## src/rtl/lp_rtc_pkg.sv

```systemverilog
package lp_rtc_pkg;
  localparam int DATA_W = 32;
  localparam int ADDR_W = 8;
  localparam int CNT_W  = 47;
  localparam int SUB_W  = 15;
  localparam int SEC_W  = CNT_W - SUB_W;
  localparam int HI_W   = CNT_W - DATA_W;
  localparam int CTRL_W = 3;

  localparam logic [ADDR_W-1:0] OFS_CTRL   = 8'h04;
  localparam logic [ADDR_W-1:0] OFS_STATUS = 8'h18;
  localparam logic [ADDR_W-1:0] OFS_CNTHI  = 8'h1C;
  localparam logic [ADDR_W-1:0] OFS_CNTLO  = 8'h20;
  localparam logic [ADDR_W-1:0] OFS_ALARM  = 8'h24;
  localparam logic [ADDR_W-1:0] OFS_GUARD  = 8'h30;

  localparam int BIT_RUN  = 0;
  localparam int BIT_ALM  = 1;
  localparam int BIT_WAKE = 3;

  localparam logic [DATA_W-1:0] GUARD_MAGIC = 32'h4173_6166;

  typedef struct packed {
    logic ctrlWr;
    logic statusWr;
    logic cntLoWr;
    logic cntHiWr;
    logic alarmWr;
    logic guardWr;
  } regStrobe_t;

  typedef struct packed {
    logic wake;
    logic alm;
    logic run;
  } ctrlBits_t;
endpackage

```

## src/rtl/lp_rtc_ctrl.sv

```systemverilog
module lp_rtc_ctrl
  import lp_rtc_pkg::*;
#(
  parameter int SYNC_STAGES = 3
) (
  input  logic              clk,
  input  logic              rst,
  input  logic              slowTick,
  input  logic              busSel,
  input  logic              busWr,
  input  logic [ADDR_W-1:0] busAddr,
  input  logic [DATA_W-1:0] busWdata,
  output logic [DATA_W-1:0] busRdata,
  output regStrobe_t        strb,
  output ctrlBits_t         ctrlSync,
  input  logic [CNT_W-1:0]  cntVal,
  input  logic [DATA_W-1:0] alarmVal,
  input  logic              alarmFlag,
  input  logic [DATA_W-1:0] guardVal
);
  localparam int LAST = SYNC_STAGES - 1;

  ctrlBits_t shadow;
  ctrlBits_t stage [SYNC_STAGES];
  logic wrReq;
  logic rdReq;
  logic [DATA_W-1:0] rdMux;

  assign wrReq = busSel && busWr;
  assign rdReq = busSel && !busWr;

  always_comb begin
    strb          = '0;
    strb.ctrlWr   = wrReq && (busAddr == OFS_CTRL);
    strb.statusWr = wrReq && (busAddr == OFS_STATUS);
    strb.cntLoWr  = wrReq && (busAddr == OFS_CNTLO);
    strb.cntHiWr  = wrReq && (busAddr == OFS_CNTHI);
    strb.alarmWr  = wrReq && (busAddr == OFS_ALARM);
    strb.guardWr  = wrReq && (busAddr == OFS_GUARD);
  end

  always_ff @(posedge clk) begin
    if (rst) begin
      shadow <= '0;
    end else if (strb.ctrlWr) begin
      shadow.run  <= busWdata[BIT_RUN];
      shadow.alm  <= busWdata[BIT_ALM];
      shadow.wake <= busWdata[BIT_WAKE];
    end
  end

  // Control shift chain advanced by slow ticks
  for (genvar i = 0; i < SYNC_STAGES; i++) begin : g_sync
    if (i == 0) begin : g_head
      always_ff @(posedge clk) begin
        if (rst)           stage[i] <= '0;
        else if (slowTick) stage[i] <= shadow;
      end
    end else begin : g_body
      always_ff @(posedge clk) begin
        if (rst)           stage[i] <= '0;
        else if (slowTick) stage[i] <= stage[i-1];
      end
    end
  end

  assign ctrlSync = stage[LAST];

  always_comb begin
    rdMux = '0;
    case (busAddr)
      OFS_CTRL: begin
        rdMux[BIT_RUN]  = ctrlSync.run;
        rdMux[BIT_ALM]  = ctrlSync.alm;
        rdMux[BIT_WAKE] = ctrlSync.wake;
      end
      OFS_STATUS: rdMux[0] = alarmFlag;
      OFS_CNTHI:  rdMux[HI_W-1:0] = cntVal[CNT_W-1:DATA_W];
      OFS_CNTLO:  rdMux = cntVal[DATA_W-1:0];
      OFS_ALARM:  rdMux = alarmVal;
      OFS_GUARD:  rdMux = guardVal;
      default:    rdMux = '0;
    endcase
  end

  assign busRdata = rdReq ? rdMux : '0;
endmodule

```

## src/rtl/lp_rtc_datapath.sv

```systemverilog
module lp_rtc_datapath
  import lp_rtc_pkg::*;
(
  input  logic              clk,
  input  logic              rst,
  input  logic              slowTick,
  input  regStrobe_t        strb,
  input  logic [DATA_W-1:0] wdata,
  input  ctrlBits_t         ctrlSync,
  output logic [CNT_W-1:0]  cntVal,
  output logic [DATA_W-1:0] alarmVal,
  output logic              alarmFlag,
  output logic [DATA_W-1:0] guardVal,
  output logic              irqOut,
  output logic              wakeOut,
  output logic              glitchOk
);
  logic [SEC_W-1:0] seconds;
  logic setCond;
  logic clrReq;

  assign seconds = cntVal[CNT_W-1:SUB_W];
  assign setCond = ctrlSync.alm && (seconds == alarmVal);
  assign clrReq  = strb.statusWr && wdata[0];

  always_ff @(posedge clk) begin
    if (rst) begin
      cntVal <= '0;
    end else if (!ctrlSync.run && strb.cntLoWr) begin
      cntVal[DATA_W-1:SUB_W] <= wdata[DATA_W-1:SUB_W];
      cntVal[SUB_W-1:0]      <= '0;
    end else if (!ctrlSync.run && strb.cntHiWr) begin
      cntVal[CNT_W-1:DATA_W] <= wdata[HI_W-1:0];
    end else if (ctrlSync.run && slowTick) begin
      cntVal <= cntVal + 1'b1;
    end
  end

  always_ff @(posedge clk) begin
    if (rst) begin
      alarmVal <= '0;
      guardVal <= '0;
    end else begin
      if (strb.alarmWr) alarmVal <= wdata;
      if (strb.guardWr) guardVal <= wdata;
    end
  end

  always_ff @(posedge clk) begin
    if (rst)          alarmFlag <= 1'b0;
    else if (setCond) alarmFlag <= 1'b1;
    else if (clrReq)  alarmFlag <= 1'b0;
  end

  assign irqOut   = alarmFlag && ctrlSync.alm;
  assign wakeOut  = irqOut && ctrlSync.wake;
  assign glitchOk = (guardVal == GUARD_MAGIC);
endmodule

```

## src/rtl/lp_rtc.sv

```systemverilog
module lp_rtc
  import lp_rtc_pkg::*;
#(
  parameter int SYNC_STAGES = 3
) (
  input  logic              clk,
  input  logic              rst,
  input  logic              slowTick,
  input  logic              busSel,
  input  logic              busWr,
  input  logic [ADDR_W-1:0] busAddr,
  input  logic [DATA_W-1:0] busWdata,
  output logic [DATA_W-1:0] busRdata,
  output logic              irqOut,
  output logic              wakeOut,
  output logic              glitchOk
);
  regStrobe_t        strb;
  ctrlBits_t         ctrlSync;
  logic [CNT_W-1:0]  cntVal;
  logic [DATA_W-1:0] alarmVal;
  logic              alarmFlag;
  logic [DATA_W-1:0] guardVal;

  lp_rtc_ctrl #(.SYNC_STAGES(SYNC_STAGES)) u_ctrl (
    .clk(clk), .rst(rst), .slowTick(slowTick),
    .busSel(busSel), .busWr(busWr), .busAddr(busAddr),
    .busWdata(busWdata), .busRdata(busRdata),
    .strb(strb), .ctrlSync(ctrlSync),
    .cntVal(cntVal), .alarmVal(alarmVal),
    .alarmFlag(alarmFlag), .guardVal(guardVal)
  );

  lp_rtc_datapath u_dp (
    .clk(clk), .rst(rst), .slowTick(slowTick),
    .strb(strb), .wdata(busWdata), .ctrlSync(ctrlSync),
    .cntVal(cntVal), .alarmVal(alarmVal), .alarmFlag(alarmFlag),
    .guardVal(guardVal), .irqOut(irqOut), .wakeOut(wakeOut),
    .glitchOk(glitchOk)
  );
endmodule

```

## config.mk

```make
export PLATFORM = sky130hd
export DESIGN_NAME = lp_rtc
export DESIGN_NICKNAME = d
export VERILOG_FILES = /design/src/rtl/lp_rtc_pkg.sv /design/src/rtl/lp_rtc_ctrl.sv /design/src/rtl/lp_rtc_datapath.sv /design/src/rtl/lp_rtc.sv
export SDC_FILE = /design/constraint.sdc
export NUM_CORES = 1
export LEC_CHECK = 0
export ABC_CLOCK_PERIOD_IN_PS = 2260
export BUFFER_PORTS_ARGS = -buffer_cell sky130_fd_sc_hd__buf_2
export CORE_ASPECT_RATIO = 0.75
export CORE_MARGIN = 3
export CORE_UTILIZATION = 56
export CTS_CLUSTER_DIAMETER = 50
export DETAILED_ROUTE_END_ITERATION = 7
export GPL_TIMING_DRIVEN = 0
export PLACE_DENSITY = 0.77
export REMOVE_ABC_BUFFERS = 1
export SYNTH_ARGS = -nofsm -noshare
export SYNTH_HDL_FRONTEND = slang
export SYNTH_SLANG_ARGS = --single-unit
```

## constraint.sdc

```tcl
create_clock -name clk -period 2.26 [get_ports clk]
set_clock_uncertainty 0.05 [all_clocks]
set_input_delay 0.113 -clock clk [delete_from_list [all_inputs] [get_ports clk]]
set_output_delay 0.113 -clock clk [all_outputs]
set_load 0.1 [all_outputs]
```

* Word level (Yosys, flattened, before mapping)
Memories as Yosys holds them, arrays and structs flattened.
Cells that the tools add are included.
** Storage, ports and cells
- Bits in registers :: 115
- RAM bits :: 9
- Input bits :: 45
- Output and inout port bits :: 35
- Memories :: 1
** Memories
- u_ctrl.stage :: words 3, bits a word 3, rd ports 3, clocked after Yosys merged registers in 0, write ports 3, RTL line lp_rtc_ctrl.sv:24 : ctrlBits_t stage [SYNC_STAGES];
** Cells by class
- Add/subtract/negate cells :: 1
- Equal/unequal tests :: 9
- Multiplexer cells :: 21
- Bitwise gates (word level) :: 5
- Reductions and logical operators :: 24
** Operators by type and width (number)
- $mux 32 :: 3
- $pmux 17 s3 :: 1
- $add 47x1->47 const B :: 1
- $mux 47 :: 1
- $pmux 11 s4 :: 1
- $eq 32x31->1 const B :: 1
- $eq 32x32->1 :: 1
- $eq 8x6->1 const B :: 3
- $eq 8x5->1 const B :: 2
- $logic_and 1x1->1 :: 15
- $mux 15 :: 1
- $pmux 1 s5 :: 2
- $mux 3 :: 3
- $eq 8x3->1 const B :: 1
- $mux 1 :: 7
- $pmux 1 s6 :: 1
- $reduce_and 2->1 :: 3
- $reduce_bool 2->1 :: 3
- $pmux 1 s4 :: 1
- $or 1x1->1 :: 3
- $logic_not 1->1 :: 2
- $ne 2x1->1 const B :: 1
- $not 1->1 :: 2
- $reduce_or 2->1 :: 1

* Depth between registers and ports, before layout
- Depth in word-level cells :: 5
- Gate-level depth with buffers :: 9

* Cells and area by module
A second synthesis with hierarchy kept.
** Second synthesis, totals
- Cell total of the unflattened synthesis :: 835
- Area, all modules :: 7234.4 um^2
** Modules (own cells, without submodules)
- lp_rtc_datapath :: instances 1, cells an instance 628, area an instance 5577.8 um^2
- lp_rtc_ctrl :: instances 1, cells an instance 207, area an instance 1656.6 um^2

* Worst setup path before layout
OpenSTA, ideal clock, no wires.
- Path kind :: in2out
- Start :: input busAddr[1]
- End :: output busRdata[13]
- Arrival time :: 3.069 ns
- Slack :: -0.972 ns
- Cell stages on the path :: 6
- Path buffers :: 1
- Cells stage by stage :: or4_4 > nor3_1 > nor3b_2 > buf_2 > a22oi_1 > a31oi_1
** On the way
- Word-level cells in the longest chain between the ends :: 3
- Elaborated cells between the ends (all ways) :: 6
- Classes of those cells :: eq/ne: 4; mux: 2
** Ends and longest elaborated chain
- start, declared :: RTL line lp_rtc.sv:11 : input logic [ADDR_W-1:0] busAddr,
- $eq 8x6->1 or $eq 8x5->1 (tied branches) :: RTL line lp_rtc_ctrl.sv:71 : case (busAddr)
- $pmux 11 s4 * :: RTL line lp_rtc_ctrl.sv:71
- $mux 32 * :: RTL line lp_rtc_ctrl.sv:86 : assign busRdata = rdReq ? rdMux : '0;
- end, declared :: RTL line lp_rtc.sv:13 : output logic [DATA_W-1:0] busRdata,
Every way passes the cells marked *; elsewhere a longest branch is shown, timed or not.

* Final worst setup path
- Start :: input busAddr[1]
- End :: output busRdata[8]
Same word-level chain as after synthesis.

==> run_summary.xml <==
<?xml version="1.0" encoding="UTF-8"?>
<metrics>
  <group name="floorplanning">
    <metric name="row_count" unit="">34</metric>
    <metric name="floorplan.die.height" unit="µm">103</metric>
    <metric name="core_area" unit="mm²">0.0119</metric>
    <metric name="die_width" unit="µm">135</metric>
    <metric name="floorplan.die_area" unit="mm²">0.0138</metric>
    <metric name="num_io_pins" unit="">80</metric>
    <metric name="starting_density_of_the_core" unit="%">58.8</metric>
  </group>
  <group name="timing">
    <metric name="unrepaired_setup_endpoints_after_global_routing" unit="">true</metric>
    <metric name="hold-worst-slack" unit="ns">0.105</metric>
    <metric name="timing.final.setup_violations" unit="">31</metric>
    <metric name="final_period_minus_worst_setup_slack" unit="ns">2.34</metric>
    <metric name="timing.fmax" unit="MHz">427</metric>
    <metric name="slew_headroom" unit="%">30.0</metric>
    <metric name="final_max_slew_viol_count" unit="">0</metric>
    <metric name="transition_time_at_the_pin_with_the_least_slew_margin" unit="ns">1.04</metric>
    <metric name="final_critical_path_setup_slack" unit="ns">-0.0838</metric>
    <metric name="final_hold_viol_count" unit="">0</metric>
    <metric name="final_period_utilization" unit="%">104</metric>
  </group>
  <group name="clocking">
    <metric name="cts_sinks" unit="">124</metric>
    <metric name="worst_setup_hold_path_clk_slew" unit="ns">0.06</metric>
    <metric name="cts_root_buf" unit="">clkbuf_16</metric>
    <metric name="cts_made_buffers" unit="">17</metric>
    <metric name="cts-htree-levels" unit="">4</metric>
    <metric name="cts_max_path_buffers" unit="">2</metric>
    <metric name="clock_tree_from_tritoncts" unit="">done</metric>
    <metric name="worst_skew_pair.late_latency" unit="ns">0.42</metric>
  </group>
  <group name="outcome">
    <metric name="status" unit="">finished with violations</metric>
    <metric name="failed_checks" unit="">DRC, setup timing</metric>
  </group>
  <group name="routing">
    <metric name="m1WireLength" unit="µm">10600</metric>
    <metric name="avgRoutedWirePerCell" unit="µm">24.5</metric>
    <metric name="topRoutingLayerUsed" unit="">met4</metric>
    <metric name="route.vias.total" unit="">8183</metric>
    <metric name="post-route-drc-count" unit="">3</metric>
    <metric name="wl_met3" unit="µm">4700</metric>
    <metric name="met2_wirelength" unit="µm">11700</metric>
    <metric name="antenna_left" unit="">0</metric>
    <metric name="drt_pre_antenna_iters" unit="">8</metric>
    <metric name="initialDrtViolationCount" unit="">1777</metric>
    <metric name="post_route_wl" unit="µm">28800</metric>
    <metric name="route.detailed.vias_per_inst" unit="">6.95</metric>
  </group>
  <group name="layout">
    <metric name="postLayoutCoreUtil" unit="%">79.8</metric>
    <metric name="flow.area_growth_from_synthesis" unit="%">35.9</metric>
    <metric name="final_cell_count_no_fill" unit="">1177</metric>
    <metric name="num-fill-cells" unit="">732</metric>
    <metric name="diodes_inserted" unit="">0</metric>
    <metric name="final_layout_size_suffix_gt1_share" unit="%">24.3</metric>
    <metric name="num-nets-final" unit="">1049</metric>
  </group>
  <group name="worst_setup_path">
    <metric name="crit_path_top_delay_cell" unit="">and4_4</metric>
    <metric name="crit_fanout" unit="">33</metric>
    <metric name="r2r-start" unit="">u_dp.cntVal[0]$_SDFFE_PP0P_</metric>
    <metric name="rr_worst_depth" unit="">6</metric>
    <metric name="critical_path_class" unit="">input port to primary output</metric>
    <metric name="crit_chain" unit="">buf_2 &gt; nor4_4 &gt; and4_4 &gt; nand2_1 &gt; a21oi_4 &gt; buf_12</metric>
    <metric name="critPathRequiredTime" unit="ns">2.10</metric>
    <metric name="worst_path_top_cell_family_by_delay" unit="">simple AND/OR/NAND/NOR gates</metric>
    <metric name="cp-start-kind" unit="">input port</metric>
    <metric name="critical_path_endpoint_category" unit="">primary output</metric>
    <metric name="worst-endpoint-arrival" unit="ns">2.18</metric>
    <metric name="crit_path_max_incr_delay" unit="ns">0.66</metric>
    <metric name="crit-reg2reg-capture" unit="">u_dp.cntVal[36]$_SDFFE_PP0P_</metric>
    <metric name="timing.reg2reg.setup_slack" unit="ns">-0.05</metric>
    <metric name="cp_num_buf_inv" unit="">2</metric>
  </group>
  <group name="grt">
    <metric name="number_of_antenna_violations_at_the_first_check_in_global_routing" unit="">0</metric>
    <metric name="global_route.overflow_total" unit="">0</metric>
    <metric name="pin_count_of_the_biggest_net_entering_global_routing" unit="">80</metric>
    <metric name="global_route_wire_length_before_repair" unit="µm">40400</metric>
    <metric name="via_count_of_the_first_global_routing_pass" unit="">7042</metric>
    <metric name="grt_use_total" unit="%">38.0</metric>
  </group>
  <group name="hold_path">
    <metric name="timing.hold.worst.class" unit="">input port to flop</metric>
    <metric name="worstHoldStart" unit="">rst</metric>
    <metric name="hold-path-cell-count" unit="">2</metric>
    <metric name="timing.hold.worst_endpoint" unit="">u_dp.guardVal[18]$_SDFFE_PP0P_</metric>
  </group>
  <group name="logic_synthesis">
    <metric name="synth_flop_cell" unit="">dfxtp_1</metric>
    <metric name="async_flop_share" unit="%">0</metric>
    <metric name="post_synth.cell_area_avg" unit="µm²">7.67</metric>
    <metric name="number_of_flops_mapped_to_enable_cells_by_yosys" unit="">9</metric>
    <metric name="synthesis.instances" unit="">909</metric>
    <metric name="yosysUniqueCellTypes" unit="">72</metric>
    <metric name="post_synth_instance_area" unit="mm²">0.00697</metric>
    <metric name="yosysWarnings" unit="">0</metric>
    <metric name="synth.yosys.seq_area_share" unit="%">36.9</metric>
    <metric name="synth.ff_latch_count" unit="">124</metric>
  </group>
  <group name="place">
    <metric name="hpwl" unit="µm">16300</metric>
    <metric name="dp.cells" unit="">1075</metric>
    <metric name="placement.io_buffers" unit="">79</metric>
    <metric name="gpl.final_weighted_congestion" unit="">0.970</metric>
  </group>
  <group name="pwr">
    <metric name="power.switching_fraction" unit="%">23.2</metric>
    <metric name="share_clk_of_total_power" unit="%">54.1</metric>
    <metric name="internal_power" unit="W">0.00421</metric>
    <metric name="power.share.combinational" unit="%">5.0</metric>
    <metric name="max-vdd-ir-drop" unit="mV">0.514</metric>
    <metric name="p_total" unit="W">0.00548</metric>
    <metric name="p_switching" unit="W">0.00127</metric>
    <metric name="power_leakage" unit="nW">3.11</metric>
    <metric name="seq_power_share" unit="%">40.8</metric>
    <metric name="power_density" unit="mW/mm²">578</metric>
  </group>
  <group name="job">
    <metric name="drv.max_cap_violation_count" unit="">0</metric>
  </group>
</metrics>
[state kept, by name (all words and copies together) (netlist names)]
name	cells
u_dp.cntVal	47
u_dp.alarmFlag	1
u_ctrl.stage	9
u_ctrl.shadow	3
u_dp.alarmVal	32
u_dp.guardVal	32
[Yosys cell counts (3+ instances only)]
master / number / area, µm²
mux2_2: 5 / 56.3
o311ai_0: 3 / 26.3
inv_1: 5 / 18.8
a21o_1: 3 / 22.5
or3_1: 12 / 75.1
xor2_1: 19 / 166
xnor2_1: 27 / 236
a22oi_1: 21 / 158
a211oi_1: 3 / 22.5
a222oi_1: 13 / 130
nand4b_1: 3 / 26.3
and4_1: 5 / 43.8
nor2b_1: 4 / 25.0
or4_1: 5 / 37.5
nand3b_1: 6 / 45.0
nor4_4: 3 / 63.8
and2_1: 13 / 81.3
clkbuf_1: 53 / 199
nor2_1: 47 / 176
dfxtp_1: 115 / 2300
nor4_1: 12 / 75.1
clkbuf_2: 3 / 15.0
mux2i_1: 3 / 30.0
a21oi_1: 99 / 495
o21ai_0: 5 / 25.0
and4b_1: 3 / 30.0
nand2_1: 220 / 826
and3_1: 12 / 75.1
nand3_1: 31 / 155
nor3_1: 15 / 75.1
o211ai_1: 9 / 67.6
nand4_1: 36 / 225
buf_2: 14 / 70.1
a31oi_1: 24 / 150
nor4b_1: 4 / 35.0
edfxtp_1: 9 / 270
a2bb2oi_1: 3 / 26.3
[cells in the final DEF (no fill, tap or decap), drive strengths merged, types with 4 or more instances in the layout]
master | synthesis | final
a222oi | 13 | 13
or3 | 12 | 12
and4 | 6 | 6
a22oi | 21 | 21
nor3 | 15 | 15
dfxtp | 115 | 115
edfxtp | 9 | 9
and4b | 3 | 4
mux2 | 5 | 5
o311ai | 4 | 4
and3 | 14 | 14
a31oi | 24 | 24
nand3 | 33 | 33
bufinv | 0 | 4
xnor2 | 27 | 27
nand2 | 221 | 222
o211ai | 10 | 10
nor4 | 16 | 16
nor2b | 4 | 4
nand3b | 6 | 6
nand4 | 38 | 39
xor2 | 19 | 19
inv | 5 | 6
nor2 | 47 | 47
dlygate4sd3 | 1 | 32
clkinv | 0 | 5
o21ai | 6 | 7
nor4b | 4 | 4
clkbuf | 57 | 20
or4 | 6 | 6
buf | 18 | 114
and2 | 13 | 13
a21oi | 99 | 99
[kinds of logic (layout without fill, tap and decap cells)]
kind of cell / Yosys count / in the layout / share of synthesized area [%]
compound gates: 199 / 200 / 18.2
xor+xnor: 46 / 46 / 5.78
fa+ha+maj: 1 / 1 / 0.179
buf+inv: 82 / 184 / 5.58
flops: 124 / 124 / 36.9
mux: 8 / 8 / 1.24
simple gates: 449 / 452 / 32.1
[area by class of cell]
class                      instances  area [µm²]  area share (%)
inverter                           5        18.8           0.198
clock buffer                      18         439            4.63
multi-input combinational        707        4530            47.8
clock inverter                    13         191            2.02
sequential                       124        2580            27.3
timing repair buffer             148        1510            15.9
tap                              162         203            2.14
[worst register-to-register path: stages (launching register included)]
cell and delay [ns]:
dfxtp_1 0.48, ha_1 0.24, nand4_1 0.22, nor2_1 0.37, nand3_2 0.26, or3_1 0.44, a31oi_1 0.17
[worst max-delay path by stage]
| stage | startpoint | endpoint | cells past startpoint |
|---|---|---|---|
| after global routing | busAddr[1] | busRdata[8] | 6 |
| after CTS | busAddr[6] | busRdata[28] | 9 |
| after detailed placement | busAddr[1] | u_dp.guardVal[25]$_SDFFE_PP0P_ | 6 |
| after floorplan | busAddr[1] | busRdata[10] | 5 |
| final | busAddr[1] | busRdata[8] | 6 |
| after global placement | busAddr[1] | busRdata[10] | 7 |
[power groups by stage]
stage,Sequential [W],Combinational [W],Clock (W)
5_1_grt,0.00224,0.000289,0.00304
3_3_place_gp,0.00228,0.000176,0
2_1_floorplan,0.00228,0.0000557,0
4_1_cts,0.00224,0.000246,0.00293
6_report,0.00224,0.000277,0.00297
3_5_place_dp,0.00228,0.000185,0
[per-stage QoR]
stage / worst slack [ns] / cell area [µm²] / TNS [ns]
2_1_floorplan: -1.66 / 6600 / -55.75
3_3_place_gp: -1.90 / 7200 / -177.84
3_5_place_dp: -1.39 / 7270 / -117.73
4_1_cts: -0.0370 / 8830 / -0.194
5_1_grt: -0.114 / 9480 / -2.37
6_report: -0.0838 / 9480 / -1.06
[layer usage]
metal	track usage, %	up-vias
met2	55.4	754
met1	53.1	3763
met5	0	-
met4	14.4	0
li1	-	3470
met3	11.8	196
[repair_timing]
action | 4_1_cts | 5_1_grt
gates cloned | 3 | 3
hold buffers | 32 | 0
pin swaps | 13 | 21
endpoints found under the setup margin | 129 | 106
endpoints found under the hold margin | 85 | 0
buffers inserted | 18 | 15
gates resized for setup | 116 | 101
(Power assumes the default switching activity.)
